## src/rtl/dacseq_pkg.sv

```systemverilog
package dacseq_pkg;

    localparam int FRAME_W = 24;
    typedef logic [FRAME_W-1:0] frame_t;

    typedef enum logic [1:0] {
        OP_WRITE   = 2'd0,
        OP_OFFSETS = 2'd1,
        OP_READ    = 2'd2,
        OP_BATCH   = 2'd3
    } op_e;

    typedef enum logic [1:0] {
        KIND_SPECIAL = 2'd0,
        KIND_GAIN    = 2'd1,
        KIND_OFFSET  = 2'd2,
        KIND_DATA    = 2'd3
    } kind_e;

    typedef enum logic [2:0] {
        SEL_X1A, SEL_X1B, SEL_OFS, SEL_GAIN,
        SEL_CTRL, SEL_OFSDAC0, SEL_OFSDAC1, SEL_SPARE
    } rsel_e;

    typedef struct packed {
        op_e         op;
        kind_e       kind;
        logic [5:0]  chan;
        logic [15:0] value;
        rsel_e       rsel;
    } req_t;

    // special-function codes, placed in bits [21:16]
    localparam logic [5:0] FN_OFSDAC0 = 6'd2;
    localparam logic [5:0] FN_OFSDAC1 = 6'd3;
    localparam logic [5:0] FN_READREQ = 6'd5;

    function automatic frame_t chan_frame(kind_e k, logic [5:0] ch, logic [15:0] v);
        logic [5:0] addr;
        addr = ch + 6'd8;
        return {k, addr, v};
    endfunction

    function automatic frame_t ofsdac_frame(logic [5:0] fn, logic [13:0] v);
        return {KIND_SPECIAL, fn, 2'b00, v};
    endfunction

    function automatic logic [8:0] read_sel(rsel_e s, logic [5:0] ch);
        logic [5:0] addr;
        addr = ch + 6'd8;
        case (s)
            SEL_X1A, SEL_X1B, SEL_OFS, SEL_GAIN: return {1'b0, s[1:0], addr};
            SEL_OFSDAC0: return 9'h102;
            SEL_OFSDAC1: return 9'h103;
            default:     return 9'h101;
        endcase
    endfunction

    function automatic frame_t first_frame(req_t r);
        case (r.op)
            OP_OFFSETS: return ofsdac_frame(FN_OFSDAC0, r.value[13:0]);
            OP_READ:    return {KIND_SPECIAL, FN_READREQ, read_sel(r.rsel, r.chan), 7'd0};
            default:    return chan_frame(r.kind, r.chan, r.value);
        endcase
    endfunction

endpackage

```

## src/rtl/dacseq_shifter.sv

```systemverilog
module dacseq_shifter
    import dacseq_pkg::*;
#(
    parameter int WR_HALF = 4,
    parameter int RD_HALF = 7,
    parameter int CS_GAP  = 3
) (
    input  logic        clk,
    input  logic        rst,
    input  logic        go,
    input  logic        rd_speed,
    input  frame_t      tx_frame,
    input  logic        miso,
    output logic        sclk,
    output logic        cs_n,
    output logic        mosi,
    output logic        fin,
    output logic [15:0] rx_word
);
    localparam int HMAX  = (WR_HALF > RD_HALF) ? WR_HALF : RD_HALF;
    localparam int DMAX  = (HMAX > CS_GAP) ? HMAX : CS_GAP;
    localparam int DIV_W = $clog2(DMAX + 1);
    localparam int BIT_W = $clog2(FRAME_W + 1);

    typedef enum logic [2:0] {SH_IDLE, SH_LEAD, SH_HIGH, SH_LOW, SH_GAP} sh_state_e;

    sh_state_e        st;
    logic [DIV_W-1:0] div, half, pick;
    logic [BIT_W-1:0] bits;
    frame_t           sh;

    assign pick = rd_speed ? DIV_W'(RD_HALF) : DIV_W'(WR_HALF);

    always_ff @(posedge clk) begin
        if (rst) begin
            st      <= SH_IDLE;
            cs_n    <= 1'b1;
            sclk    <= 1'b0;
            mosi    <= 1'b0;
            fin     <= 1'b0;
            div     <= '0;
            half    <= '0;
            bits    <= '0;
            sh      <= '0;
            rx_word <= '0;
        end else begin
            fin <= 1'b0;
            case (st)
                SH_IDLE: if (go) begin
                    sh   <= tx_frame;
                    half <= pick;
                    div  <= pick - 1'b1;
                    bits <= BIT_W'(FRAME_W);
                    cs_n <= 1'b0;
                    st   <= SH_LEAD;
                end
                SH_LEAD, SH_LOW: begin
                    if (div != '0) begin
                        div <= div - 1'b1;
                    end else if (bits == '0) begin
                        cs_n <= 1'b1;
                        mosi <= 1'b0;
                        div  <= DIV_W'(CS_GAP - 1);
                        st   <= SH_GAP;
                    end else begin
                        sclk <= 1'b1;
                        mosi <= sh[FRAME_W-1];
                        sh   <= {sh[FRAME_W-2:0], 1'b0};
                        div  <= half - 1'b1;
                        st   <= SH_HIGH;
                    end
                end
                SH_HIGH: begin
                    if (div != '0) begin
                        div <= div - 1'b1;
                    end else begin
                        sclk    <= 1'b0;
                        rx_word <= {rx_word[14:0], miso};
                        bits    <= bits - 1'b1;
                        div     <= half - 1'b1;
                        st      <= SH_LOW;
                    end
                end
                SH_GAP: begin
                    if (div != '0) begin
                        div <= div - 1'b1;
                    end else begin
                        fin <= 1'b1;
                        st  <= SH_IDLE;
                    end
                end
                default: st <= SH_IDLE;
            endcase
        end
    end


    idle_clock_low_chk: assert property (@(posedge clk) disable iff (rst)
        cs_n |-> !sclk);


    edge_inside_frame_chk: assert property (@(posedge clk) disable iff (rst)
        $rose(sclk) |-> !cs_n);


    fin_after_release_chk: assert property (@(posedge clk) disable iff (rst)
        fin |-> cs_n);

endmodule

```

## src/rtl/dacseq_ctrl.sv

```systemverilog
module dacseq_ctrl
    import dacseq_pkg::*;
#(
    parameter int BUSY_WAIT = 188,
    parameter int LDAC_LOW  = 2
) (
    input  logic        clk,
    input  logic        rst,
    input  req_t        req_in,
    input  logic        req_valid,
    output logic        req_ready,
    input  logic        bat_valid,
    input  logic [15:0] bat_value,
    input  logic        bat_last,
    output logic        bat_ready,
    input  logic        fin,
    input  logic [15:0] rx_word,
    output logic        go,
    output logic        rd_speed,
    output frame_t      tx_frame,
    output logic        done,
    output logic [15:0] rd_data,
    output logic        ldac_n
);
    localparam int CMAX  = (BUSY_WAIT > LDAC_LOW) ? BUSY_WAIT : LDAC_LOW;
    localparam int CNT_W = $clog2(CMAX + 1);

    typedef enum logic [2:0] {C_IDLE, C_SEND, C_FETCH, C_BUSY, C_LOAD} c_state_e;

    c_state_e         st;
    op_e              op_q;
    kind_e            kind_q;
    logic [13:0]      ofs_q;
    logic             step, last_q;
    logic [5:0]       idx;
    logic [CNT_W-1:0] cnt;

    assign req_ready = (st == C_IDLE);
    assign bat_ready = (st == C_FETCH);

    always_ff @(posedge clk) begin
        if (rst) begin
            st       <= C_IDLE;
            op_q     <= OP_WRITE;
            kind_q   <= KIND_SPECIAL;
            ofs_q    <= '0;
            step     <= 1'b0;
            last_q   <= 1'b0;
            idx      <= '0;
            cnt      <= '0;
            go       <= 1'b0;
            rd_speed <= 1'b0;
            tx_frame <= '0;
            done     <= 1'b0;
            rd_data  <= '0;
            ldac_n   <= 1'b1;
        end else begin
            go   <= 1'b0;
            done <= 1'b0;
            case (st)
                C_IDLE: if (req_valid) begin
                    op_q     <= req_in.op;
                    kind_q   <= req_in.kind;
                    ofs_q    <= req_in.value[13:0];
                    step     <= 1'b0;
                    idx      <= '0;
                    rd_speed <= 1'b0;
                    if (req_in.op == OP_BATCH) begin
                        st <= C_FETCH;
                    end else begin
                        tx_frame <= first_frame(req_in);
                        go       <= 1'b1;
                        st       <= C_SEND;
                    end
                end
                C_SEND: if (fin) begin
                    case (op_q)
                        OP_OFFSETS: begin
                            if (!step) begin
                                step     <= 1'b1;
                                tx_frame <= ofsdac_frame(FN_OFSDAC1, ofs_q);
                                go       <= 1'b1;
                            end else begin
                                done <= 1'b1;
                                st   <= C_IDLE;
                            end
                        end
                        OP_READ: begin
                            if (!step) begin
                                step     <= 1'b1;
                                tx_frame <= '0;
                                rd_speed <= 1'b1;
                                go       <= 1'b1;
                            end else begin
                                rd_data <= rx_word;
                                done    <= 1'b1;
                                st      <= C_IDLE;
                            end
                        end
                        OP_BATCH: begin
                            if (last_q) begin
                                cnt <= CNT_W'(BUSY_WAIT - 1);
                                st  <= C_BUSY;
                            end else begin
                                st <= C_FETCH;
                            end
                        end
                        default: begin
                            done <= 1'b1;
                            st   <= C_IDLE;
                        end
                    endcase
                end
                C_FETCH: if (bat_valid) begin
                    tx_frame <= chan_frame(kind_q, idx, bat_value);
                    last_q   <= bat_last;
                    idx      <= idx + 1'b1;
                    rd_speed <= 1'b0;
                    go       <= 1'b1;
                    st       <= C_SEND;
                end
                C_BUSY: begin
                    if (cnt != '0) begin
                        cnt <= cnt - 1'b1;
                    end else begin
                        ldac_n <= 1'b0;
                        cnt    <= CNT_W'(LDAC_LOW - 1);
                        st     <= C_LOAD;
                    end
                end
                C_LOAD: begin
                    if (cnt != '0) begin
                        cnt <= cnt - 1'b1;
                    end else begin
                        ldac_n <= 1'b1;
                        done   <= 1'b1;
                        st     <= C_IDLE;
                    end
                end
                default: st <= C_IDLE;
            endcase
        end
    end


    accept_leaves_idle_chk: assert property (@(posedge clk) disable iff (rst)
        req_valid && req_ready |=> !req_ready);


    done_single_chk: assert property (@(posedge clk) disable iff (rst)
        done |=> !done);


    ready_exclusive_chk: assert property (@(posedge clk) disable iff (rst)
        !(req_ready && bat_ready));

endmodule

```

## src/rtl/dac_spi_sequencer.sv

```systemverilog
module dac_spi_sequencer
    import dacseq_pkg::*;
#(
    parameter int WR_HALF   = 4,
    parameter int RD_HALF   = 7,
    parameter int CS_GAP    = 3,
    parameter int BUSY_WAIT = 188,
    parameter int LDAC_LOW  = 2
) (
    input  logic        clk,
    input  logic        rst,
    input  logic        req_valid,
    output logic        req_ready,
    input  logic [1:0]  req_op,
    input  logic [1:0]  req_cmd,
    input  logic [5:0]  req_chan,
    input  logic [15:0] req_value,
    input  logic [2:0]  req_rsel,
    input  logic        bat_valid,
    output logic        bat_ready,
    input  logic [15:0] bat_value,
    input  logic        bat_last,
    output logic        done,
    output logic [15:0] rd_data,
    output logic        sclk,
    output logic        cs_n,
    output logic        mosi,
    input  logic        miso,
    output logic        ldac_n
);
    req_t        rq;
    logic        go, rd_speed, fin;
    frame_t      tx_frame;
    logic [15:0] rx_word;

    always_comb begin
        rq.op    = op_e'(req_op);
        rq.kind  = kind_e'(req_cmd);
        rq.chan  = req_chan;
        rq.value = req_value;
        rq.rsel  = rsel_e'(req_rsel);
    end

    dacseq_ctrl #(
        .BUSY_WAIT(BUSY_WAIT),
        .LDAC_LOW (LDAC_LOW)
    ) u_ctrl (
        .clk      (clk),
        .rst      (rst),
        .req_in   (rq),
        .req_valid(req_valid),
        .req_ready(req_ready),
        .bat_valid(bat_valid),
        .bat_value(bat_value),
        .bat_last (bat_last),
        .bat_ready(bat_ready),
        .fin      (fin),
        .rx_word  (rx_word),
        .go       (go),
        .rd_speed (rd_speed),
        .tx_frame (tx_frame),
        .done     (done),
        .rd_data  (rd_data),
        .ldac_n   (ldac_n)
    );

    dacseq_shifter #(
        .WR_HALF(WR_HALF),
        .RD_HALF(RD_HALF),
        .CS_GAP (CS_GAP)
    ) u_shift (
        .clk     (clk),
        .rst     (rst),
        .go      (go),
        .rd_speed(rd_speed),
        .tx_frame(tx_frame),
        .miso    (miso),
        .sclk    (sclk),
        .cs_n    (cs_n),
        .mosi    (mosi),
        .fin     (fin),
        .rx_word (rx_word)
    );


    ldac_bus_quiet_chk: assert property (@(posedge clk) disable iff (rst)
        !ldac_n |-> cs_n);

endmodule

```

## config.mk

```make
export PLATFORM = sky130hd
export DESIGN_NAME = dac_spi_sequencer
export DESIGN_NICKNAME = d
export VERILOG_FILES = /design/src/rtl/dacseq_pkg.sv /design/src/rtl/dacseq_shifter.sv /design/src/rtl/dacseq_ctrl.sv /design/src/rtl/dac_spi_sequencer.sv
export SDC_FILE = /design/constraint.sdc
export NUM_CORES = 1
export LEC_CHECK = 0
export BUFFER_PORTS_ARGS = -buffer_cell sky130_fd_sc_hd__buf_2
export CAP_MARGIN = 5
export CORE_AREA = 2 2 96 191
export DETAILED_ROUTE_END_ITERATION = 8
export DIE_AREA = 0 0 98 193
export GPL_TIMING_DRIVEN = 0
export SLEW_MARGIN = 20
export SYNTH_ARGS = -nofsm -noshare
export SYNTH_HDL_FRONTEND = slang
export SYNTH_SLANG_ARGS = --single-unit
```

## constraint.sdc

```tcl
create_clock -name clk -period 1.9 [get_ports clk]
set_input_delay 0.38 -clock clk [delete_from_list [all_inputs] [get_ports clk]]
set_output_delay 0.38 -clock clk [all_outputs]
set_load 0.1 [all_outputs]
```

==> results_dict.tcl, run 1 <==
set metrics [dict create \
    netlist_area_sq_um 6380 \
    path_cells "buf_8 > buf_12 > nor3b_4 > buf_6 > buf_12" \
    setup_viol 5 \
    dieArea_sq_um 18900 \
    h-tree-depth 4 \
    final.fill_count 1669 \
    cts_root_buffer "clkbuf_16" \
    utilization_pct 47.7 \
    async_reset_ff_share_pct 0 \
    slew_headroom_pct 44.4 \
    drive_gt1_share_pct 26.2 \
    place.gp.congestion 0.853 \
    dpl.hpwl_mm 13.2 \
    worstSetupEndpointType "output port" \
    synth.area.top_cells "dfxtp_1 (43%), nand2_1 (7.2%), a21oi_1 (7.1%)" \
    synthCells 775 \
    ys_seq_area_share_pct 43.3 \
    ys_ff_latch 138 \
    p_int_w 0.00626 \
    fp.dieW_microns 98 \
    ioPinCount 74 \
    p_sw_w 0.00314 \
    final-max-slew-violation-count 0 \
    start_util_pct 36.4 \
    critPathSlowestCell "dfxtp_2" \
    critPathKind "reg -> out" \
    critPathArrivalTime_ps 1580 \
    clock_latency_ps 420 \
    overflow 0 \
    yosysTopAreaCell "dfxtp_1" \
    core_sq_um 17500 \
    vias_per_cell 5.39 \
    synth_area_per_cell_sq_um 8.23 \
    drt_pass1_iterations 6 \
    leakage_nw 3.17 \
    area_growth_pct 31.1 \
    ys.flop_type "dfxtp_1" \
    pre_cts_ws_ps -631 \
    status "finished, violations left" \
    cts_hold_buf 0 \
    cts.sinks 138 \
    switching_share_pct 33.4 \
    netlist.area_leader.share_pct 43.3 \
    clock_power_share_pct 35.2 \
    layout_setup_ws_ps -55.8 \
    synth.distinct_cells 63 \
    vias 6010 \
    max_clock_freq_ghz 0.511 \
    grt_pass1_wl_mm 28.6 \
    cp_slowest_stage_delay_ps 340 \
    drc_errors 0 \
    drtAntennaViolNets 0 \
    cp-start-kind "flop" \
    rsz0062_at_grt "yes" \
    hold_viol 0 \
    drt-initial-drc-count 382 \
    worst-path-buf-inv 4 \
    cp_max_fo 7 \
    synth_edf_count 0 \
    antenna_found_initial 0 \
    wl_mm 18.6 \
    grtUsageTotal_pct 19.2 \
    cp.required_ps 1520 \
    p_per_area_nw_per_um2 1120 \
    cts_tree "built" \
    finalPower_w 0.00939 \
    crit_family "buffers and inverters" \
    io_buffers 72 \
    final_cell_mix "dfxtp_1 (128), nand2_1 (121), a21oi_1 (90)" \
    syn_nets 841 \
    ir_drop_v 0.000602 \
    tightest_slew_ps 833 \
    grt_pass1_vias 5636 \
    yosys_warnings 0 \
    post-route-period-util_pct 103 \
    grt_max_degree 17 \
    clk_pin_slew_worst_paths_ps 70 \
    num_antenna_cells 0 \
    final_common_cell "dfxtp_1" \
    seqPwrFrac_pct 36.2 \
    die_y_microns 193 \
    row_count 69 \
    hp-class "in -> reg" \
    combPwrFrac_pct 28.6 \
    fin_nets 955 \
    violations "setup timing" \
    drv_cap 0 \
    finalCriticalPeriod_ps 1960 \
    fin_skew_ps 11.4 \
    numCtsBuffers 17 \
    cp_common_cell "buf_12" \
    clk_path_buf_depth 2 \
    wl_per_cell_microns 16.7 \
]
## cell type report
class / instances / area (sq um) / area share (%)
clock inverters: 15 / 156 / 1.87
flip-flops and latches: 138 / 2780 / 33.3
plain buffers: 51 / 388 / 4.64
repair buffers: 103 / 689 / 8.25
well taps: 213 / 267 / 3.19
inverters: 23 / 91.3 / 1.09
multi-input cells: 555 / 3560 / 42.6
clock buffers: 17 / 425 / 5.09
## timing repair
item	CTS	global route
cloned	1	1
resized for setup	76	68
endpoints found under the setup margin	95	98
buffers inserted	8	21
pin swaps	13	20
## cell families after synthesis
logic type / Yosys count / synth area share [%]
simple gates: 281 / 19.8
compound gates: 214 / 21.9
flops: 138 / 43.3
buf+inv: 82 / 5.24
mux: 33 / 5.20
fa+ha+maj: 15 / 2.94
xor+xnor: 12 / 1.65
## stage by stage
stage	setup TNS (ps)	area (sq um)	hold slack [ps]	cells
2_1_floorplan	0	6430	432	775
3_3_place_gp	-25940	7060	440	1060
3_5_place_dp	-25510	7070	447	1060
4_1_cts	-109	7970	192	1097
5_1_grt	-1120	8360	204	1115
6_report	-102	8360	207	1115
## sequential cells by signal, summed over array words and instances (netlist names), 2 cells and up
| register | cells |
|---|---|
| u_ctrl.tx_frame | 24 |
| u_shift.sh | 24 |
| u_ctrl.rd_data | 16 |
| u_shift.rx_word | 16 |
| u_ctrl.ofs_q | 14 |
| u_ctrl.cnt | 8 |
| u_ctrl.idx | 6 |
| u_shift.bits | 5 |
| u_ctrl.st | 3 |
| u_shift.div | 3 |
| u_shift.st | 3 |
| u_ctrl.kind_q | 2 |
| u_ctrl.op_q | 2 |
| u_shift.half | 2 |
## synthesized netlist by cell type (all sizes together), types with 2 or more instances
master,n
and3b,2
or2,7
mux2i,32
xnor2,5
nor3,18
nand2b,3
o22a,2
a32oi,3
a31oi,6
nor4b,2
inv,23
nor2,86
or3b,2
or3,3
o221a,3
nand3,5
a311oi,3
nand2,122
clkbuf,40
nor3b,5
buf,19
nor2b,11
dfxtp,138
nand4,2
o2bb2ai,2
a22oi,20
ha,15
nand3b,3
a211oi,44
o21bai,2
a222oi,7
and3,4
or4,3
o21ai,19
o31ai,2
xor2,7
a21oi,90
## routing by layer
metal | track usage, % | vias to the layer above | wire, microns
met2 | 32.9 | 180 | 9130
li1 | - | 2969 | -
met5 | 0 | - | 0
met3 | 4.22 | 33 | 906
met1 | 24.2 | 2828 | 8160
met4 | 5.40 | 0 | 382
## power groups by stage
| stage | combinational (W) | clock, W | sequential (W) |
|---|---|---|---|
| 6_report | 0.00269 | 0.00330 | 0.00340 |
| 5_1_grt | 0.00292 | 0.00348 | 0.00343 |
| 4_1_cts | 0.00235 | 0.00337 | 0.00339 |
| 3_5_place_dp | 0.00206 | 0 | 0.00345 |
| 3_3_place_gp | 0.00203 | 0 | 0.00344 |
| 2_1_floorplan | 0.00151 | 0 | 0.00342 |
## worst register-to-register path: cells and delay by family (launching register included)
family | cells | cell delay [ps]
AO/OA/AOI/OAI | 2 | 300
adder cells (fa/ha/maj) | 1 | 240
buffers and inverters | 3 | 340
flip-flops | 1 | 370
multiplexers | 2 | 450
AND/OR/NAND/NOR | 1 | 60
## final timing paths
path	from	end	slack (ps)	depth (start not counted)
worst max-delay path	u_ctrl.st[0]	bat_ready	-60	5
worst min-delay path	miso	u_shift.rx_word[0]	210	3
worst max register to register	u_ctrl.op_q[0]	u_ctrl.tx_frame[13]	-10	9
worst min register to register	u_ctrl.rd_data[11]	u_ctrl.rd_data[11]	450	2
Power figures use the tool's default switching activity.
==> inputs of run 2 (changes only) <==
--- a/config.mk
+++ b/config.mk
@@ -7,10 +7,11 @@
 export LEC_CHECK = 0
 export BUFFER_PORTS_ARGS = -buffer_cell sky130_fd_sc_hd__buf_2
 export CAP_MARGIN = 5
-export CORE_AREA = 2 2 96 191
+export CORE_AREA = 2 2 88 174
 export DETAILED_ROUTE_END_ITERATION = 8
-export DIE_AREA = 0 0 98 193
+export DIE_AREA = 0 0 90 176
 export GPL_TIMING_DRIVEN = 0
+export PLACE_DENSITY = 0.65
 export SLEW_MARGIN = 20
 export SYNTH_ARGS = -nofsm -noshare
 export SYNTH_HDL_FRONTEND = slang
==> run 2 against run 1 <==
Against the previous run:
- the flow still finishes with violations (setup timing)
- combinational power up 4%
- largest cell class unchanged
- sequential share of layout area about the same
- worst hold slack worse by 1.9 ps
- fmax down 0.98%
- die area down 16%
==> results_dict.tcl, run 2 (synthesized netlist as in run 1, its figures left out) <==
set metrics [dict create \
    switching_share_pct 33.8 \
    fin_nets 964 \
    row_count 62 \
    place.gp.congestion 0.907 \
    seqPwrFrac_pct 36.6 \
    final_cell_mix "dfxtp_1 (130), nand2_1 (121), a21oi_1 (89)" \
    ioPinCount 74 \
    drt-initial-drc-count 387 \
    drt_pass1_iterations 7 \
    hp-class "in -> reg" \
    grt_pass1_vias 5859 \
    cp.required_ps 2190 \
    cp-start-kind "flop" \
    dpl.hpwl_mm 13.6 \
    path_cells "buf_8 > buf_4 > buf_4 > nor3_4 > o22a_1 > buf_6 > clkbuf_16 > mux2i_1 > nor2_1" \
    slew_headroom_pct 46.9 \
    crit_family "buffers and inverters" \
    drive_gt1_share_pct 26.8 \
    p_per_area_nw_per_um2 1120 \
    placed_cell_area_sq_um 7030 \
    numCtsBuffers 17 \
    final_common_cell "dfxtp_1" \
    grt_pass1_wl_mm 29.1 \
    hold_viol 0 \
    h-tree-depth 4 \
    status "finished, violations left" \
    wl_mm 19.5 \
    critPathSlowestCell "dfxtp_4" \
    final-max-slew-violation-count 0 \
    clk_path_buf_depth 2 \
    ir_drop_v 0.000684 \
    leakage_nw 3.19 \
    combPwrFrac_pct 30.0 \
    post-route-period-util_pct 104 \
    cp_slowest_stage_delay_ps 380 \
    vias_per_cell 5.58 \
    top_regs "u_ctrl.tx_frame: 24 flops, u_shift.sh: 24 flops" \
    clk_pin_slew_worst_paths_ps 70 \
    fp.dieW_microns 90 \
    final.fill_count 1330 \
    finalCriticalPeriod_ps 1980 \
    whs_ps 205 \
    wl_per_cell_microns 17.6 \
    area_growth_pct 31.0 \
    cts_tree "built" \
    violations "setup timing" \
    core_sq_um 14400 \
    pre_cts_ws_ps -826 \
    worstSetupEndpointType "flop" \
    cp_common_cell "buf_4" \
    drc_errors 0 \
    max_clock_freq_ghz 0.506 \
    dieArea_sq_um 15800 \
    worst-path-buf-inv 5 \
    clock_power_share_pct 33.5 \
    cts.sinks 138 \
    drtAntennaViolNets 0 \
    drv_cap 0 \
    critPathKind "reg -> reg" \
    cp_max_fo 7 \
    fin_skew_ps 12.8 \
    p_int_w 0.00616 \
    grtUsageTotal_pct 23.0 \
    io_buffers 72 \
    vias 6152 \
    critPathArrivalTime_ps 2260 \
    tightest_slew_ps 797 \
    rsz0062_at_grt "yes" \
    overflow 0 \
    layout_setup_ws_ps -75.1 \
    start_util_pct 44.2 \
    design_area_sq_um 8360 \
    clock_latency_ps 420 \
    die_y_microns 176 \
    cts_root_buffer "clkbuf_16" \
    p_sw_w 0.00315 \
    grt_max_degree 17 \
    num_antenna_cells 0 \
    setup_viol 5 \
    antenna_found_initial 0 \
]
## run 2: changes by cell type in the layout (fill, tap and decap cells not counted), sizes merged
cell,previous run,this run
inv,32,31
clkbuf,46,53
bufinv,1,0
clkinvlp,2,3
buf,125,127
clkinv,3,4
## run 2: stage by stage
step / cells / utilization (%) / setup TNS, ps / total power [W]
4_1_cts: 1078 / 54.5 / -1270 / 0.00883
3_5_place_dp: 1039 / 48.7 / -34100 / 0.00549
6_report: 1103 / 57.9 / -189 / 0.00932
5_1_grt: 1103 / 57.9 / -806 / 0.00971
2_1_floorplan: 775 / - / 0 / 0.00493
3_3_place_gp: 1039 / 48.7 / -31900 / 0.00547
## run 2: repair_timing
item	in CTS	in global routing
gates resized for setup	66	81
setup endpoints to repair	98	92
gates cloned	0	4
pin swaps	5	17
hold buffers	0	0
setup buffers	9	25
## run 2: power groups by stage
stage	Combinational, W	Clock, W	Sequential (W)
2_1_floorplan	0.00151	0	0.00342
3_3_place_gp	0.00204	0	0.00343
3_5_place_dp	0.00206	0	0.00343
4_1_cts	0.00231	0.00314	0.00338
5_1_grt	0.00298	0.00329	0.00343
6_report	0.00279	0.00312	0.00341
## run 2: cell type report
type	count	area (sq um)	area share [%]
multi-input cells	555	3540	42.4
flip-flops and latches	138	2780	33.3
repair buffers	110	749	8.97
clock buffers	17	425	5.09
plain buffers	53	395	4.73
well taps	192	240	2.88
clock inverters	15	129	1.54
inverters	23	91.3	1.09
## run 2: tightest hold or removal path: stages
cell and delay (ps):
buf_2 100, nand2_1 50, a21oi_1 50
## run 2: layer usage
metal	global-route usage (%)	part of all wire (%)
met4	13.2	3.9
met1	23.7	37
met5	0	0
met3	3.50	3.7
met2	43.7	55
## run 2: worst paths after layout
check                      from                  end  slack [ps]  cells past startpoint
max                u_ctrl.st[0]  u_ctrl.tx_frame[11]         -80                      9
min reg2reg  u_ctrl.rd_data[10]   u_ctrl.rd_data[10]         450                      2
max reg2reg        u_ctrl.st[0]  u_ctrl.tx_frame[11]         -80                      9
min                        miso   u_shift.rx_word[0]         200                      3
